### src/rtl/cfg_ck_pkg.sv
package cfg_ck_pkg;
   localparam int BYTE_W = 8;

   // True when address a lies in the inclusive window [lo, hi].
   function automatic logic in_span(input int unsigned a,
                                    input int unsigned lo,
                                    input int unsigned hi);
      return (a >= lo) && (a <= hi);
   endfunction

   // Station sum membership: inside the station window but not a stored checksum byte.
   function automatic logic in_station(input int unsigned a,
                                       input int unsigned sta_end,
                                       input int unsigned ck_addr,
                                       input int unsigned ck_bytes);
      return in_span(a, 0, sta_end) && !in_span(a, ck_addr, ck_addr + ck_bytes - 1);
   endfunction
endpackage

### src/rtl/ck_station_sum.sv
module ck_station_sum
   import cfg_ck_pkg::*;
#(
   parameter int ADDR_W   = 6,
   parameter int SUM_W    = 16,
   parameter int CK_ADDR  = 12,
   parameter int STA_END  = 15,
   localparam int CK_BYTES = SUM_W / BYTE_W
) (
   input  logic              clk,
   input  logic              rst_n,
   input  logic              clear_i,
   input  logic              accept_i,
   input  logic [ADDR_W-1:0] addr_i,
   input  logic [BYTE_W-1:0] data_i,
   output logic              match_o
);
   logic [SUM_W-1:0] sum_q;
   logic [SUM_W-1:0] stored_q;
   logic             member;

   assign member = in_station(int'(addr_i), STA_END, CK_ADDR, CK_BYTES);

   always_ff @(posedge clk or negedge rst_n) begin
      if (!rst_n)                  sum_q <= '0;
      else if (clear_i)            sum_q <= '0;
      else if (accept_i && member) sum_q <= sum_q + SUM_W'(data_i);
   end

   // One capture lane per stored checksum byte, lowest address is least significant.
   for (genvar g = 0; g < CK_BYTES; g++) begin : g_lane
      always_ff @(posedge clk or negedge rst_n) begin
         if (!rst_n)
            stored_q[g*BYTE_W +: BYTE_W] <= '0;
         else if (clear_i)
            stored_q[g*BYTE_W +: BYTE_W] <= '0;
         else if (accept_i && (addr_i == ADDR_W'(CK_ADDR + g)))
            stored_q[g*BYTE_W +: BYTE_W] <= data_i;
      end
   end

   assign match_o = (sum_q == stored_q);
endmodule

### config.mk
export PLATFORM = sky130hd
export DESIGN_NAME = ck_station_sum
export DESIGN_NICKNAME = d
export VERILOG_FILES = /design/src/rtl/cfg_ck_pkg.sv /design/src/rtl/ck_station_sum.sv
export SDC_FILE = /design/constraint.sdc
export NUM_CORES = 1
export LEC_CHECK = 0
export ABC_AREA = 1
export BUFFER_PORTS_ARGS = -buffer_cell sky130_fd_sc_hd__buf_2
export CAP_MARGIN = 20
export CORE_MARGIN = 1.5
export CORE_UTILIZATION = 45
export CTS_BUF_LIST = sky130_fd_sc_hd__clkbuf_4
export DETAILED_ROUTE_END_ITERATION = 16
export PLACE_DENSITY = 0.7
export SLEW_MARGIN = 20
export SYNTH_ARGS = -nofsm -noshare
export SYNTH_HDL_FRONTEND = slang
export SYNTH_SLANG_ARGS = --single-unit
### constraint.sdc
create_clock -name clk -period 1.98 [get_ports clk]
set_input_delay 0.099 -clock clk [delete_from_list [all_inputs] [get_ports clk]]
set_output_delay 0.099 -clock clk [all_outputs]
set_load 0.005 [all_outputs]
-- After elaboration in Yosys (flattened, before gate mapping)
Index checks and enable logic that the tools add are counted.
- flip-flop bits (word level): 32
- input port bits: 18
- output and inout port bits: 1
- word-level logic and storage cells: 25
- mux-type cells: 6
- $lt $le $gt $ge: 3
- $add $sub $neg: 1
- reduce and logical (&&, ||, !) cells: 9
- eq/ne operators: 3
- operator list (cell ; number):
    2-to-1 mux 16 bit ; 2
    2-to-1 mux 8 bit ; 4
    adder 16 x 8 -> 16 bit ; 1
    equality test 16 bit ; 1
    equality test 6 x 4 -> 1 bit, second input constant ; 2
    less-or-equal comparator 6 x 4 -> 1 bit, second input constant ; 2
    >= comparator 6 x 4 -> 1 bit, second input constant ; 1
    nonzero test 2 bit ; 3
    logical AND 1 bit ; 5
    logical NOT 1 bit ; 1

-- Depth between registers and ports, before layout
Gate-level depths: netlist of the first run.
- depth in word-level cells: 7
- gate-level depth with buffers: 11
- gate-level depth less buffers: 11

-- Worst setup path after synthesis of the first run
OpenSTA, ideal clock, no wires.
- path kind: reg2reg
- from: register sum_q[0]
- to: register sum_q[12]
- path buffers: 0
- arrival: 1.471 ns
- library setup time: 0.117 ns
- cell stages (with the launch flop): 12
- data required time: 1.863 ns
- setup slack: 0.392 ns
- period minus slack after synthesis: 1.588 ns
- cell sequence: dfrtp_1 ha_1 inv_1 fa_1 inv_1 nand3_1 nand3_1 a21oi_2 nor2_2 nand2_1 nand2_1 nor2_1
- word-level cells in the longest chain between the ends: 3
- RTL lines (what ; line ; RTL):
    start: declaration ; ck_station_sum.sv:18 ; logic [SUM_W-1:0] sum_q;
    start signal: assignment ; ck_station_sum.sv:27 ; else if (accept_i && member) sum_q <= sum_q + SUM_W'(data_i);
    adder 16 x 8 -> 16 bit ; ck_station_sum.sv:27 ;
    2-to-1 mux 16 bit ; ck_station_sum.sv:27 ;
    2-to-1 mux 16 bit ; ck_station_sum.sv:26 ; else if (clear_i) sum_q <= '0;
No other way between the ends. The select of a mux whose other input is x is not followed.
A chain may end at the register's enable or synchronous reset.

-- Worst setup path in the final report of the first run
Same ends and word-level chain as after synthesis.

==> impl_metrics.env, run 1 <==
export IMPL_status="completed"
export IMPL_ir_drop_mv=0.3039
export IMPL_start_util=0.4699
export IMPL_hold_viol=0
export IMPL_synth_cells=287
export IMPL_ys_seq_area_frac=0.3608
export IMPL_fin_util=0.5099
export IMPL_hold_path_class="in -> reg"
export IMPL_post_cts_resized=0
export IMPL_r2r_cells=11
export IMPL_htreeDepth=2
export IMPL_grt_overflow=0
export IMPL_cpPeakStageDelay_ps=400
export IMPL_hold_path_depth=3
export IMPL_die_w_um=73.23
export IMPL_final_nets=335
export IMPL_yosysTopAreaCell="dfrtp_1"
export IMPL_ys_seq_elements=32
export IMPL_cts_setup_buffers=0
export IMPL_synth_fp_nets=314
export IMPL_fp_coreArea_mm2=0.004723
export IMPL_fmax_ghz=0.5774
export IMPL_pre_cts_ws_ps=254.7
export IMPL_n_fill_cell=485
export IMPL_grt_pass1_vias=1796
export IMPL_first_iter_violations=137
export IMPL_skew_ps=8.982
export IMPL_layout_setup_ws_ps=248.2
export IMPL_layout_drive_gt1_share=0.2305
export IMPL_cp_depth=11
export IMPL_postCtsHoldBufs=1
export IMPL_synth_area_mm2=0.002220
export IMPL_cts_tree="built"
export IMPL_synth_top_area_frac=0.3608
export IMPL_cp_slowest_cell="fa_1"
export IMPL_clockBufferDepth=2
export IMPL_start_kind="flip-flop"
export IMPL_routed_wl_um=4761
export IMPL_grt_pass1_wl_um=8666
export IMPL_critPathTopFamily="adder cells"
export IMPL_antenna_found_initial=0
export IMPL_cts_reportedPaths_clkPinSlew_ps=100
export IMPL_io_pins=19
export IMPL_power_w=0.001317
export IMPL_synth_avg_cell_area_um2=7.734
export IMPL_viasPerCell=5.075
export IMPL_final_max_slew_viol_count=0
export IMPL_die_area_mm2=0.005363
export IMPL_synth_distinct_cells=32
export IMPL_vias=1903
export IMPL_rsz0062_at_grt="no"
export IMPL_crit_path_max_fanout=3
export IMPL_tns_ps=0
export IMPL_gp_congestion=0.9049
export IMPL_drc=0
export IMPL_period_needed_ps=1732
export IMPL_clock_latency_ps=340
export IMPL_setup_viol=0
export IMPL_worst_slew_pin_slew_ps=932.7
export IMPL_grtUsageTotal=0.2125
export IMPL_synth_area_top_cells="dfrtp_1 (36%), nand2_1 (14%), o21ai_2 (5.9%)"
export IMPL_path_cells="ha_1, inv_1, fa_1, inv_1, nand3_1, nand3_1, a21oi_2, nor2_2, nand2_1, nand2_1, nor2_1"
export IMPL_antennaDiodeCount=0
export IMPL_drv_cap=0
export IMPL_portBuffers=18
export IMPL_slew_headroom=0.3762
export IMPL_cts_root_buffer="clkbuf_4"
export IMPL_powerDensity_mw_per_mm2=546.6
export IMPL_yosysWarnings=0
export IMPL_fp_row_count=25
export IMPL_path_class="reg -> reg"
export IMPL_dpl_hpwl_um=3748
export IMPL_arrival_ps=1970
export IMPL_postRouteAntennaNets=0
export IMPL_dr_pass1_iters=4
export IMPL_cts_made_buffers=5
export IMPL_syn2layout_area_growth_pct=8.512
export IMPL_wl_per_cell_um=12.70
export IMPL_clock_sinks=32
export IMPL_p_leak_nw=1.220
export IMPL_grt_max_degree=33
export IMPL_cp_data_required_time_ps=2220
export IMPL_cp_end_kind="flip-flop"
export IMPL_finalCritPeriodShare=0.8747
export IMPL_crit_buf_inv=2
export IMPL_die_y_um=73.23
-- cells in the mapped netlist --
cell	instances
nand2_1	80
dfrtp_1	32
inv_1	31
nor2_1	19
nand3_1	18
o21ai_2	15
a21oi_1	10
ha_1	8
nand2_2	7
xor2_1	7
nor2_2	6
or2_2	6
xnor2_1	6
nor3_1	5
o21ai_1	5
inv_2	4
nand3_2	4
nand4_1	3
o22ai_1	3
buf_2	2
buf_6	2
nand3_4	2
nand3b_1	2
o21ai_0	2
a21oi_2	1
a22oi_1	1
a31oi_2	1
buf_4	1
fa_1	1
nand2_4	1
nor3_4	1
o211ai_1	1
-- state kept, by name (all words and copies together), names as in the netlist --
| name | cells |
|---|---|
| stored_q | 16 |
| sum_q | 16 |
-- power by group --
group,leakage (nW),internal [W],switching (W)
clock,0.0261,0.000124,0.000222
combinational,0.764,0.0000981,0.000161
sequential,0.430,0.000685,0.0000257
total,1.22,0.000907,0.000409
-- metal layers --
| layer | vias to the layer above | routed length [um] | global-route usage |
|---|---|---|---|
| li1 | 964 | - | - |
| met1 | 903 | 2396 | 0.3080 |
| met2 | 30 | 2154 | 0.3253 |
| met3 | 6 | 145 | 0.03867 |
| met4 | 0 | 65 | 0.05660 |
| met5 | - | 0 | 0 |
-- worst register-to-register path, delay by kind of cell (launching register included) --
family / cells / cell delay (ps)
AOI/OAI and AO/OA: 1 / 90
buffers and inverters: 2 / 150
and+or+nand+nor: 6 / 450
DFF: 1 / 360
adders and majority gates: 2 / 610
-- stage by stage --
step	hold WS, ps	std cells	area [um2]
floorplan	-196.6	287	2220
global placement	210.3	367	2354
detailed placement	204.1	367	2354
CTS	79.76	375	2409
global route	86.23	375	2409
finish	91.77	375	2409
-- area by class of cell --
class                   instances  area (um2)  area share
clock buffers                   5       37.54     0.01558
flip-flops and latches         32       800.8      0.3325
well taps                      67       83.83     0.03481
inverters                      35       131.4     0.05455
clock inverters                 2       7.507    0.003117
repair buffers                 19       100.1     0.04156
multi-input cells             215        1247      0.5179
-- placed cells by master (no fill, tap or decap), drive strengths merged, types with 7 or more instances in the layout --
master	synthesis	final
a21oi	11	11
buf	5	18
dfrtp	32	32
ha	8	8
inv	35	35
nand2	88	88
nand3	24	24
nor2	25	25
o21ai	22	22
xor2	7	7
-- final timing paths --
check	from	endpoint	slack [ps]
max in group asynchronous	rst_n	sum_q[2]$_DFFE_PN0P_	1170
min in group asynchronous	rst_n	stored_q[7]$_DFFE_PN0P_	340
worst min register to register	stored_q[3]$_DFFE_PN0P_	stored_q[3]$_DFFE_PN0P_	510
worst min-delay path	data_i[6]	stored_q[14]$_DFFE_PN0P_	90
worst max register to register	sum_q[0]$_DFFE_PN0P_	sum_q[12]$_DFFE_PN0P_	250
worst max-delay path	sum_q[0]$_DFFE_PN0P_	sum_q[12]$_DFFE_PN0P_	250
-- kinds of logic (layout without fill, tap and decap cells) --
logic type,count (synthesis),in the layout,share of synthesized area
AOI/OAI and AO/OA,39,39,0.1223
xor gates and xnor gates,13,13,0.05130
adders and majority gates,9,9,0.05412
buffers and inverters,40,61,0.07722
DFF,32,32,0.3608
and+or+nand+nor,154,154,0.3343
No activity file was read; power rests on OpenSTA's default activity.
==> run 2: changes to the inputs <==
Settings changed: MAX_ROUTING_LAYER from default to met4.
==> impl_metrics.env, run 2 (synthesis gave the netlist of run 1 again) <==
export IMPL_hold_path_class="in -> reg"
export IMPL_ir_drop_mv=0.3041
export IMPL_postCtsHoldBufs=1
export IMPL_grt_pass1_wl_um=8652
export IMPL_htreeDepth=2
export IMPL_r2r_slack_ps=240
export IMPL_critPathTopFamily="adder cells"
export IMPL_start_util=0.4699
export IMPL_worst_slew_pin_slew_ps=934.3
export IMPL_cts_setup_buffers=0
export IMPL_postRouteAntennaNets=0
export IMPL_die_area_mm2=0.005363
export IMPL_slew_headroom=0.3751
export IMPL_final_nets=335
export IMPL_antenna_found_initial=0
export IMPL_fp_coreArea_mm2=0.004723
export IMPL_cp_data_required_time_ps=2220
export IMPL_routed_wl_um=4770
export IMPL_fp_row_count=25
export IMPL_fin_util=0.5099
export IMPL_hold_start="data_i[6]"
export IMPL_path_cells="ha_1, inv_1, fa_1, inv_1, nand3_1, nand3_1, a21oi_2, nor2_2, nand2_1, nand2_1, nor2_1"
export IMPL_io_pins=19
export IMPL_cp_slowest_cell="fa_1"
export IMPL_r2r_cells=11
export IMPL_dr_pass1_iters=4
export IMPL_p_leak_nw=1.220
export IMPL_crit_buf_inv=2
export IMPL_fmax_ghz=0.5760
export IMPL_antennaDiodeCount=0
export IMPL_portBuffers=18
export IMPL_die_w_um=73.23
export IMPL_cts_tree="built"
export IMPL_final_max_slew_viol_count=0
export IMPL_register_area_um2=800.8
export IMPL_cpPeakStageDelay_ps=400
export IMPL_arrival_ps=1980
export IMPL_wl_per_cell_um=12.72
export IMPL_vias=1901
export IMPL_multi_input_area_mm2=0.001247
export IMPL_final_common_cell="nand2_1"
export IMPL_crit_path_max_fanout=3
export IMPL_rsz0062_at_grt="no"
export IMPL_status="completed"
export IMPL_cts_made_buffers=5
export IMPL_die_y_um=73.23
export IMPL_start_kind="flip-flop"
export IMPL_grt_max_degree=33
export IMPL_hold_path_endpoint="stored_q[14]$_DFFE_PN0P_"
export IMPL_layout_drive_gt1_share=0.2305
export IMPL_powerDensity_mw_per_mm2=547.9
export IMPL_clockBufferDepth=2
export IMPL_grt_pass1_vias=1800
export IMPL_placed_cell_area_mm2=0.002354
export IMPL_grt_overflow=0
export IMPL_largestRegisters="stored_q (16), sum_q (16)"
export IMPL_reg2reg_from="sum_q[0]$_DFFE_PN0P_"
export IMPL_viasPerCell=5.069
export IMPL_power_w=0.001320
export IMPL_drv_cap=0
export IMPL_clock_latency_ps=340
export IMPL_finalCritPeriodShare=0.8768
export IMPL_period_needed_ps=1736
export IMPL_n_fill_cell=485
export IMPL_final_area_mm2=0.002409
export IMPL_setup_viol=0
export IMPL_r2r_end="sum_q[12]$_DFFE_PN0P_"
export IMPL_final_cell_mix="nand2_1 (80), dfrtp_1 (32), inv_1 (31)"
export IMPL_cts_root_buffer="clkbuf_4"
export IMPL_first_iter_violations=138
export IMPL_cp_end_kind="flip-flop"
export IMPL_grtUsageTotal=0.2182
export IMPL_gp_congestion=0.9204
export IMPL_post_cts_resized=0
export IMPL_path_class="reg -> reg"
export IMPL_tns_ps=0
export IMPL_dpl_hpwl_um=3748
export IMPL_hold_viol=0
export IMPL_clock_sinks=32
export IMPL_syn2layout_area_growth_pct=8.512
export IMPL_cts_reportedPaths_clkPinSlew_ps=100
export IMPL_skew_ps=9.443
export IMPL_hold_path_depth=3
export IMPL_drc=0
==> run 2: cell counts in the layout (fill, tap and decap cells not counted) <==
Identical to the previous run, type by type.
==> run 2: worst register-to-register path: cells and delay by family, from the launching register on <==
kind	cells	cell delay (ps)
AO/OA/AOI/OAI	1	90
adder cells (fa/ha/maj)	2	610
buffers and inverters	2	160
flip-flops	1	360
AND/OR/NAND/NOR	6	450
==> run 2: stage by stage <==
step / std cells / hold WS (ps) / setup WS, ps
2_1_floorplan: 287 / -196.6 / 391.9
3_3_place_gp: 367 / 210.3 / 291.9
3_5_place_dp: 367 / 204.1 / 254.7
4_1_cts: 375 / 79.76 / 248.2
5_1_grt: 375 / 86.23 / 95.84
6_report: 375 / 87.22 / 244.0
==> run 2: how the worst max path moves through the flow <==
stage | end | slack, ps | cells after the start | from
floorplan | sum_q[12]$_DFFE_PN0P_ | 390 | 11 | sum_q[0]$_DFFE_PN0P_
global placement | sum_q[12]$_DFFE_PN0P_ | 290 | 11 | sum_q[0]$_DFFE_PN0P_
detailed placement | sum_q[12]$_DFFE_PN0P_ | 250 | 11 | sum_q[0]$_DFFE_PN0P_
CTS | sum_q[12]$_DFFE_PN0P_ | 250 | 11 | sum_q[0]$_DFFE_PN0P_
global route | sum_q[12]$_DFFE_PN0P_ | 100 | 11 | sum_q[0]$_DFFE_PN0P_
finish | sum_q[12]$_DFFE_PN0P_ | 240 | 11 | sum_q[0]$_DFFE_PN0P_
==> run 2: layer usage <==
metal | global-route usage | vias to the layer above | part of all wire
li1 | - | 964 | -
met1 | 0.3072 | 892 | 0.49
met2 | 0.3242 | 39 | 0.46
met3 | 0.03867 | 6 | 0.041
met4 | 0.05660 | 0 | 0.014
met5 | - | - | 0
==> run 2: area by class of cell <==
| class | instances | share of cell area |
|---|---|---|
| Sequential cell | 32 | 0.3325 |
| Tap cell | 67 | 0.03481 |
| Inverter | 35 | 0.05455 |
| Clock buffer | 5 | 0.01558 |
| Timing Repair Buffer | 19 | 0.04156 |
| Clock inverter | 2 | 0.003117 |
| Multi-Input combinational cell | 215 | 0.5179 |
==> run 2: where the power goes <==
part | internal, W | leakage (nW) | switching [W]
sequential | 0.000685 | 0.430 | 0.0000258
clock | 0.000124 | 0.0261 | 0.000226
combinational | 0.0000981 | 0.764 | 0.000161
total | 0.000907 | 1.22 | 0.000412
